--- src/rtl/tport_pkg.sv ---
package tport_pkg;
  localparam int DW    = 8;
  localparam int NLANE = 4;

  localparam logic [DW-1:0] CODE_NORMAL = 8'h00;
  localparam logic [DW-1:0] CODE_CKLANE = 8'h34;
  localparam logic [DW-1:0] CODE_SETTLE = 8'h75;
  localparam logic [NLANE-1:0][DW-1:0] CODE_LANE = {8'h94, 8'h84, 8'h54, 8'h44};

  function automatic logic is_lane_code(logic [DW-1:0] c);
    logic hit;
    hit = 1'b0;
    for (int i = 0; i < NLANE; i++) begin
      if (c == CODE_LANE[i]) hit = 1'b1;
    end
    return hit;
  endfunction

  function automatic logic is_known_code(logic [DW-1:0] c);
    return is_lane_code(c) || (c == CODE_CKLANE) || (c == CODE_SETTLE);
  endfunction
endpackage

--- src/rtl/tport_sync.sv ---
module tport_sync #(
  parameter int             W       = 1,
  parameter logic [W-1:0]   RST_VAL = '0
) (
  input  logic         clk,
  input  logic         rst_n,
  input  logic [W-1:0] d_i,
  output logic [W-1:0] q_o
);
  logic [W-1:0] stg1_q;
  logic [W-1:0] stg2_q;

  always_ff @(posedge clk or negedge rst_n) begin
    if (!rst_n) begin
      stg1_q <= RST_VAL;
      stg2_q <= RST_VAL;
    end else begin
      stg1_q <= d_i;
      stg2_q <= stg1_q;
    end
  end

  assign q_o = stg2_q;
endmodule

--- src/rtl/tport_edge.sv ---
module tport_edge (
  input  logic clk,
  input  logic rst_n,
  input  logic tck_i,
  output logic fall_o,
  output logic rise_o
);
  logic prev_q;

  // previous sample resets high: the test clock idles high
  always_ff @(posedge clk or negedge rst_n) begin
    if (!rst_n) prev_q <= 1'b1;
    else        prev_q <= tck_i;
  end

  assign fall_o = prev_q & ~tck_i;
  assign rise_o = ~prev_q & tck_i;
endmodule

--- src/rtl/tport_regfile.sv ---
module tport_regfile
  import tport_pkg::*;
#(
  parameter int NL = NLANE,
  parameter int W  = DW
) (
  input  logic         clk,
  input  logic         rst_n,
  input  logic         clr_i,
  input  logic         fall_i,
  input  logic         rise_i,
  input  logic         en_i,
  input  logic [W-1:0] din_i,
  output logic [W-1:0] code_o,
  output logic [W-1:0] dout_o,
  output logic         normal_o
);
  localparam int LW = W - 1;

  logic         latch_c, write_c;
  logic [W-1:0] code_q, code_d;
  logic         code_en;
  logic [W-1:0] ck_q, ck_d, st_q, st_d;
  logic         ck_en, st_en;
  logic         nrm_q, nrm_d, nrm_en;
  logic [LW-1:0] lane_q [NL];
  logic [LW-1:0] lane_d;
  logic [NL-1:0] lane_en;
  logic [W-1:0] rd_c;
  logic [W-1:0] dout_q;

  // next-state logic for code, full-width registers and flag
  always_comb begin
    latch_c = fall_i & en_i;
    write_c = rise_i & ~en_i;

    code_en = clr_i | latch_c;
    code_d  = clr_i ? '0 : din_i;

    ck_en = clr_i | (write_c && code_q == CODE_CKLANE);
    ck_d  = clr_i ? '0 : din_i;
    st_en = clr_i | (write_c && code_q == CODE_SETTLE);
    st_d  = clr_i ? '0 : din_i;
    lane_d = clr_i ? '0 : din_i[W-1:1];

    nrm_en = clr_i | (latch_c && din_i != CODE_NORMAL)
                   | (write_c && code_q == CODE_NORMAL);
    nrm_d  = clr_i | (write_c && code_q == CODE_NORMAL);
  end

  always_ff @(posedge clk or negedge rst_n) begin
    if (!rst_n) begin
      code_q <= '0;
      ck_q   <= '0;
      st_q   <= '0;
      nrm_q  <= 1'b1;
    end else begin
      if (code_en) code_q <= code_d;
      if (ck_en)   ck_q   <= ck_d;
      if (st_en)   st_q   <= st_d;
      if (nrm_en)  nrm_q  <= nrm_d;
    end
  end

  // one receive-control register per data lane
  for (genvar g = 0; g < NL; g++) begin : g_lane
    assign lane_en[g] = clr_i | (write_c && code_q == CODE_LANE[g]);

    always_ff @(posedge clk or negedge rst_n) begin
      if (!rst_n)          lane_q[g] <= '0;
      else if (lane_en[g]) lane_q[g] <= lane_d;
    end
  end

  // read-back selection
  always_comb begin
    rd_c = '0;
    if (code_q == CODE_CKLANE) rd_c = ck_q;
    if (code_q == CODE_SETTLE) rd_c = st_q;
    for (int i = 0; i < NL; i++) begin
      if (code_q == CODE_LANE[i]) rd_c = {lane_q[i], 1'b0};
    end
  end

  always_ff @(posedge clk or negedge rst_n) begin
    if (!rst_n) dout_q <= '0;
    else        dout_q <= rd_c;
  end

  assign code_o   = code_q;
  assign dout_o   = dout_q;
  assign normal_o = nrm_q;
endmodule

--- src/rtl/tport_reg_slave.sv ---
module tport_reg_slave
  import tport_pkg::*;
(
  input  logic          clk,
  input  logic          rst_n,
  input  logic          tp_clk,
  input  logic          tp_en,
  input  logic [DW-1:0] tp_din,
  input  logic          tp_clr,
  output logic [DW-1:0] tp_dout,
  output logic          normal_o
);
  localparam int BW = DW + 2;

  logic [1:0]    rst_pipe_q;
  logic          rst_sync_n;
  logic [BW-1:0] port_s;
  logic          tck_s, ten_s, clr_s;
  logic [DW-1:0] tdin_s;
  logic          edge_fall, edge_rise;
  logic [DW-1:0] code_w;

  // asynchronous assertion, synchronous release
  always_ff @(posedge clk or negedge rst_n) begin
    if (!rst_n) rst_pipe_q <= 2'b00;
    else        rst_pipe_q <= {rst_pipe_q[0], 1'b1};
  end
  assign rst_sync_n = rst_pipe_q[1];

  tport_sync #(.W(BW), .RST_VAL({1'b1, {(BW-1){1'b0}}})) u_port_sync (
    .clk   (clk),
    .rst_n (rst_sync_n),
    .d_i   ({tp_clk, tp_en, tp_din}),
    .q_o   (port_s)
  );
  assign tck_s  = port_s[BW-1];
  assign ten_s  = port_s[BW-2];
  assign tdin_s = port_s[DW-1:0];

  tport_sync #(.W(1), .RST_VAL(1'b0)) u_clr_sync (
    .clk   (clk),
    .rst_n (rst_sync_n),
    .d_i   (tp_clr),
    .q_o   (clr_s)
  );

  tport_edge u_edge (
    .clk    (clk),
    .rst_n  (rst_sync_n),
    .tck_i  (tck_s),
    .fall_o (edge_fall),
    .rise_o (edge_rise)
  );

  tport_regfile #(.NL(NLANE), .W(DW)) u_regs (
    .clk      (clk),
    .rst_n    (rst_sync_n),
    .clr_i    (clr_s),
    .fall_i   (edge_fall),
    .rise_i   (edge_rise),
    .en_i     (ten_s),
    .din_i    (tdin_s),
    .code_o   (code_w),
    .dout_o   (tp_dout),
    .normal_o (normal_o)
  );
endmodule

--- config.mk ---
export PLATFORM = sky130hd
export DESIGN_NAME = tport_reg_slave
export DESIGN_NICKNAME = d
export VERILOG_FILES = /design/src/rtl/tport_pkg.sv /design/src/rtl/tport_sync.sv /design/src/rtl/tport_edge.sv /design/src/rtl/tport_regfile.sv /design/src/rtl/tport_reg_slave.sv
export SDC_FILE = /design/constraint.sdc
export NUM_CORES = 1
export LEC_CHECK = 0
export BUFFER_PORTS_ARGS = -buffer_cell sky130_fd_sc_hd__buf_2
export CORE_MARGIN = 2
export CORE_UTILIZATION = 40
export CTS_BUF_LIST = sky130_fd_sc_hd__clkbuf_8 sky130_fd_sc_hd__clkbuf_16
export CTS_CLUSTER_DIAMETER = 50
export CTS_CLUSTER_SIZE = 20
export DETAILED_ROUTE_END_ITERATION = 12
export SLEW_MARGIN = 20
export SYNTH_ARGS = -nofsm -noshare
export SYNTH_HDL_FRONTEND = slang
export SYNTH_SLANG_ARGS = --single-unit
--- constraint.sdc ---
create_clock -name clk -period 6.5 [get_ports clk]
set_input_delay 0.325 -clock clk [delete_from_list [all_inputs] [get_ports clk]]
set_output_delay 0.325 -clock clk [all_outputs]
set_load 0.005 [all_outputs]
# ---- Word level (Yosys, flattened, before mapping)
# Cells that the tools add are included.
dict set report totals {
  register_bits 86
  elab_cells 56
  out_inout_bits 9
}
dict set report classes {
  n_eq_ne 6
  bitwise_logic 17
  muxes 8
  reduce_logical 10
}
# cell n
set ops {}
lappend ops {{8-bit two-way mux} 7}
lappend ops {{8-bit by 7-bit == test with 1-bit output (second input constant)} 3}
lappend ops {{8-bit == test (second input constant)} 2}
lappend ops {{1-bit bitwise OR} 10}
lappend ops {{8-bit by 6-bit == test with 1-bit output (second input constant)} 1}
lappend ops {{1-bit logical AND} 8}
lappend ops {{8-bit logical NOT} 1}
lappend ops {{8-bit nonzero test} 1}
lappend ops {{7-bit two-way mux} 1}
lappend ops {{1-bit bitwise AND} 4}
lappend ops {{1-bit inverter} 3}

# ---- Longest topological paths before layout
dict set report depth {
  depth_word 7
  ltp_mapped 6
}

# ---- Hierarchy
# Synthesis repeated with hierarchy kept, for this count alone.
dict set report hier_totals {
  cells_unflattened 338
  area_unflattened_um2 3787.4
}
# mod area_per_inst_um2 instances seq_area_each_um2 cells_per_inst
set modules_own_cells {}
lappend modules_own_cells {tport_regfile 3139.3 1 1527.7 310}
lappend modules_own_cells {{tport_sync at u_port_sync} 503.0 1 503.0 20}
lappend modules_own_cells {tport_reg_slave 53.8 1 50.0 3}
lappend modules_own_cells {{tport_sync at u_clr_sync} 50.0 1 50.0 2}
lappend modules_own_cells {tport_edge 41.3 1 26.3 3}

# ---- Least setup slack after synthesis
# OpenSTA, ideal clock, no wires.
dict set report synth_timing {
  path_kind {reg2reg}
  startpoint {register u_port_sync.stg2_q[9] (netlist: u_port_sync.q_o[9])}
  endpoint {register u_regs.ck_q[0]}
  n_path_buf 0
  arrival_ns 1.763
  setup_time_ns 0.132
  period_less_slack_ns 1.895
  slack_ns 4.605
  stages_incl_launch_ff 5
  path_cell_list {dfstp_2 > or3b_2 > nor4_4 > mux2i_1 > nor2_1}
}
dict set report synth_via {
  elab_chain_cells 4
}
# item line_no
set synth_lines {}
lappend synth_lines {{from (decl)} tport_sync.sv:11} ;# logic [W-1:0] stg2_q;
lappend synth_lines {{from (signal assigned)} tport_sync.sv:19} ;# stg2_q <= stg1_q;
lappend synth_lines {{1-bit bitwise AND} tport_edge.sv:17} ;# assign rise_o = ~prev_q & tck_i;
lappend synth_lines {{1-bit bitwise AND} tport_regfile.sv:35} ;# write_c = rise_i & ~en_i;
lappend synth_lines {{1-bit logical AND} tport_regfile.sv:40} ;# ck_en = clr_i | (write_c && code_q == CODE_CKLANE);
lappend synth_lines {{1-bit bitwise OR} tport_regfile.sv:40}
lappend synth_lines {{to (signal assigned)} tport_regfile.sv:59} ;# if (ck_en) ck_q <= ck_d;
lappend synth_lines {{to (decl)} tport_regfile.sv:23} ;# logic [W-1:0] ck_q, ck_d, st_q, st_d;
# Every way passes these cells.
# A chain may end at the register's enable or synchronous reset.

# ---- Worst setup path in the final report
dict set report layout_timing {
  startpoint {register u_regs.code_q[4] (netlist: u_regs.code_o[4])}
  endpoint {register u_regs.ck_q[5]}
}
dict set report layout_via {
  elab_chain_cells 3
}
# item line_no
set layout_lines {}
lappend layout_lines {{from (decl)} tport_regfile.sv:21} ;# logic [W-1:0] code_q, code_d;
lappend layout_lines {{from (signal assigned)} tport_regfile.sv:58} ;# if (code_en) code_q <= code_d;
lappend layout_lines {{8-bit by 6-bit == test with 1-bit output} tport_regfile.sv:40}
lappend layout_lines {{1-bit logical AND} tport_regfile.sv:40}
lappend layout_lines {{1-bit bitwise OR} tport_regfile.sv:40}
# Every way passes these cells.

==> results by group <==
Logic synthesis
  • Synth Area in XOR/XNOR: 0%
  • Mux cell area share after synthesis: between 15 and 20%
  • Synth Area in Adders: 0%
  • Mapped Avg Cell Area: between 10 and 15 µm²
  • Register area share after synthesis: about 61%
  • Synth unique cells: 31
  • Main combinational cell family by area after synthesis: multiplexers
  • Ys Warns: 0
  • Yosys reg bits: between 80 and 90
  • Post-Synthesis Cells: between 200 and 300
  • Post-synthesis compound-gate area fraction: between 6 and 7%
  • Simple-Gate Fraction of Synth Area: around 14%
  • Cell Area, Synth: 0.003531 mm²
  • Post-synthesis net count: 310

Drt
  • Final Routed Wirelength: between 7000 and 8000 µm
  • Antenna-violating nets left: 0
  • DR pass1 iterations: 5
  • Wire per inst: around 16 µm
  • Routed vias: 2178
  • Drt drc: 0
  • Initial DRC count: 159
  • Vias per cell: slightly above 5

Clocking
  • Worst skew pair latency: approximately 0.36 ns
  • Cts bufs inserted: 9
  • Root Buffer: clkbuf_8
  • CTS tree: yes
  • Clock Path Buffers: 2
  • Clock transition at the registers of the reported paths: 0.09 ns
  • H-tree level count: 3
  • Sink Count: 86
  • Setup bufs post-CTS: 0
  • Resize count post-CTS: 0
  • CTS Hold Bufs: 1

Global route
  • Largest net degree at the start of global routing: 85
  • Vias in the first global route: roughly 2200
  • Total grt overflow: 0
  • GRT Overall Usage: between 10% and 20%
  • Initial antenna violation count: 0
  • First-pass GRT wire length: about 12000 µm

Run status
  • Outcome: complete, no violations

Die
  • Initial Utilization: approximately 41%
  • Row Count: 34
  • Die H: just under 100 µm
  • Die W: approximately 98 µm
  • # IOs: 22
  • Core Region: about 0.0086 mm²
  • Die area: between 0.009 and 0.01 mm²

Power
  • Power per cell area: between 200 and 250 mW/mm²
  • Pleak: 1.917 nW
  • Maximum VDD drop: about 0.085 mV
  • Tot Pwr: about 0.94 mW

Timing
  • Fin crit share: a little under two fifths
  • Worst-margin pin slew: 0.7771 ns
  • Clock skew after layout: about 0.012 ns
  • Endpoints failing hold: 0
  • Post-route minimum period: 2.409 ns
  • Peak Freq: about 0.42 GHz
  • Endpoints failing setup: 0
  • Worst slew margin: 47.79%
  • Unrepaired setup endpoints after global routing: no
  • Pins Over Slew Limit: 0
  • Setup TNS Final: 0 ns

Critical path
  • Crit. End Element: flop
  • Flop2flop setup slack: between 4 and 5 ns
  • CP peak stage delay: 0.83 ns
  • Crit start category: flop
  • Critical path required time: ~6.7 ns
  • CP cell instances: nand3b_1 -> nor4_4 -> mux2i_1 -> nor2_1
  • Crit Path Max Fanout: 19
  • CP arrival: 2.63 ns
  • Critical path class: reg -> reg
  • Crit path max-delay cell type: dfrtp_1

Finish
  • Ratio of cells with drive above 1 in the final layout: 16.09%
  • Fin nets: roughly 330
  • Number of antenna diodes: 0
  • Area grow syn2layout: 11.23%
  • Filler Cells Inserted: slightly above 800

Placed design
  • I/O Buffers: 21
  • Post-detail-place hpwl: 4524 µm
  • Global placement routability congestion: 0.8090

Run
  • Total of max-cap violations: 0

Worst hold path
  • Hold Crit Class: in -> reg
-- kinds of logic after synthesis --
| kind of cell | count (synthesis) |
|---|---|
| AND/OR/NAND/NOR | 98 |
| flip-flops | 86 |
| multiplexers | 59 |
| AO/OA/AOI/OAI | 32 |
| buffers and inverters | 21 |
| other | 1 |
-- power by group --
group          switching (mW)  internal, mW  total [mW]
registers              0.0165         0.545       0.562
logic                  0.0212        0.0124      0.0336
clock network           0.193         0.151       0.344
total                   0.231         0.709       0.940
-- registers in the layout (all words and copies together) (netlist names) --
register            count
u_regs.lane_q          28
u_port_sync.q_o        10
u_port_sync.stg1_q     10
u_regs.ck_q             8
u_regs.code_o           8
u_regs.dout_o           8
u_regs.st_q             8
rst_pipe_q              2
u_clr_sync.q_o          1
u_clr_sync.stg1_q       1
u_edge.prev_q           1
u_regs.normal_o         1
-- per-stage QoR --
stage | cell area (µm²) | worst slack (ns) | instances | utilization, % | hold slack, ns
floorplan | 3531 | 3.934 | 297 | - | 0.02941
global placement | 3706 | 4.157 | 407 | 42.92 | 0.1105
detailed placement | 3706 | 4.097 | 407 | 42.92 | 0.1133
CTS | 3900 | 4.069 | 424 | 45.16 | 0.05305
global route | 3928 | 3.842 | 425 | 45.48 | 0.05283
finish | 3928 | 4.091 | 425 | 45.48 | 0.06512
-- worst max-delay path: cells and delay by family, from the launching register on --
family	cells	cell delay, ns
simple gates	3	1.16
flops	1	0.83
mux	1	0.28
-- path summary, 6_finish.rpt --
path,end,startpoint,cells past startpoint
worst min-delay path,u_port_sync.stg1_q[2],tp_din[2],1
worst min register to register,u_port_sync.stg1_q[2],rst_pipe_q[1],0
worst max-delay path,u_regs.ck_q[5],u_regs.code_o[4],4
min in group asynchronous,u_port_sync.stg1_q[2],rst_pipe_q[1],0
max in group asynchronous,u_regs.normal_o,rst_pipe_q[1],1
worst max register to register,u_regs.ck_q[5],u_regs.code_o[4],4
-- cell type report --
type,instances,area [µm²],area share [%]
clock inverters,6,46.29,1.179
well taps,108,135.1,3.441
flip-flops and latches,86,2161,55.02
repair buffers,24,150.1,3.823
clock buffers,10,137.6,3.504
multi-input cells,190,1294,32.94
inverters,1,3.754,0.09557
-- cell usage in the layout, fill, tap and decap left out --
master	instances
dfstp_2	4
a41oi_1	1
dfrtp_1	81
inv_1	1
a22oi_1	8
nand3_1	3
or3b_2	1
nor3_1	2
nor3b_2	1
buf_2	21
buf_4	1
o22ai_1	7
dlygate4sd3_1	1
nor4b_1	2
clkinvlp_4	2
inv_6	1
nand2b_1	1
nor4bb_1	1
clkbuf_8	10
nor4_4	2
nor2b_1	1
dfrtp_4	1
clkinv_4	2
or3b_4	1
a21oi_1	1
or2_2	2
mux2i_1	59
conb_1	1
nor4_1	2
o2bb2ai_1	7
buf_16	1
clkinv_2	1
nand2_1	10
nand4_1	2
o21ai_0	8
and2_1	1
nand3b_1	3
nor2_1	63
-- synth_stat cells --
master	n	area, µm²
nor3_1	2	10.01
a22oi_1	8	60.06
o21ai_0	8	40.04
or3b_4	1	11.26
conb_1	1	3.750
buf_1	7	26.28
o22ai_1	7	43.79
nand3_1	3	15.01
dfstp_2	4	105.1
o2bb2ai_1	7	61.31
nor4b_1	2	17.52
and2_1	1	6.260
or2_2	2	12.51
nor2b_1	1	6.260
a21oi_1	1	5.000
clkbuf_1	12	45.04
inv_1	1	3.750
nand2b_1	1	6.260
dfrtp_1	82	2052
nand3b_1	3	22.52
buf_2	1	5.000
nand4_1	2	12.51
nor2_1	63	236.5
a41oi_1	1	8.760
or3b_2	1	8.760
nor3b_2	1	12.51
nor4_1	2	12.51
nor4_4	2	42.54
mux2i_1	59	590.6
nand2_1	10	37.54
nor4bb_1	1	10.01
-- metal layers --
| layer | track usage, % | part of all wire [%] | vias to the layer above |
|---|---|---|---|
| li1 | - | - | 1055 |
| met5 | 0 | 0 | - |
| met4 | 6.090 | 1.4 | 0 |
| met1 | 24.05 | 49 | 1075 |
| met3 | 2.505 | 3.9 | 10 |
| met2 | 22.87 | 46 | 38 |
Power figures use the tool's default switching activity.
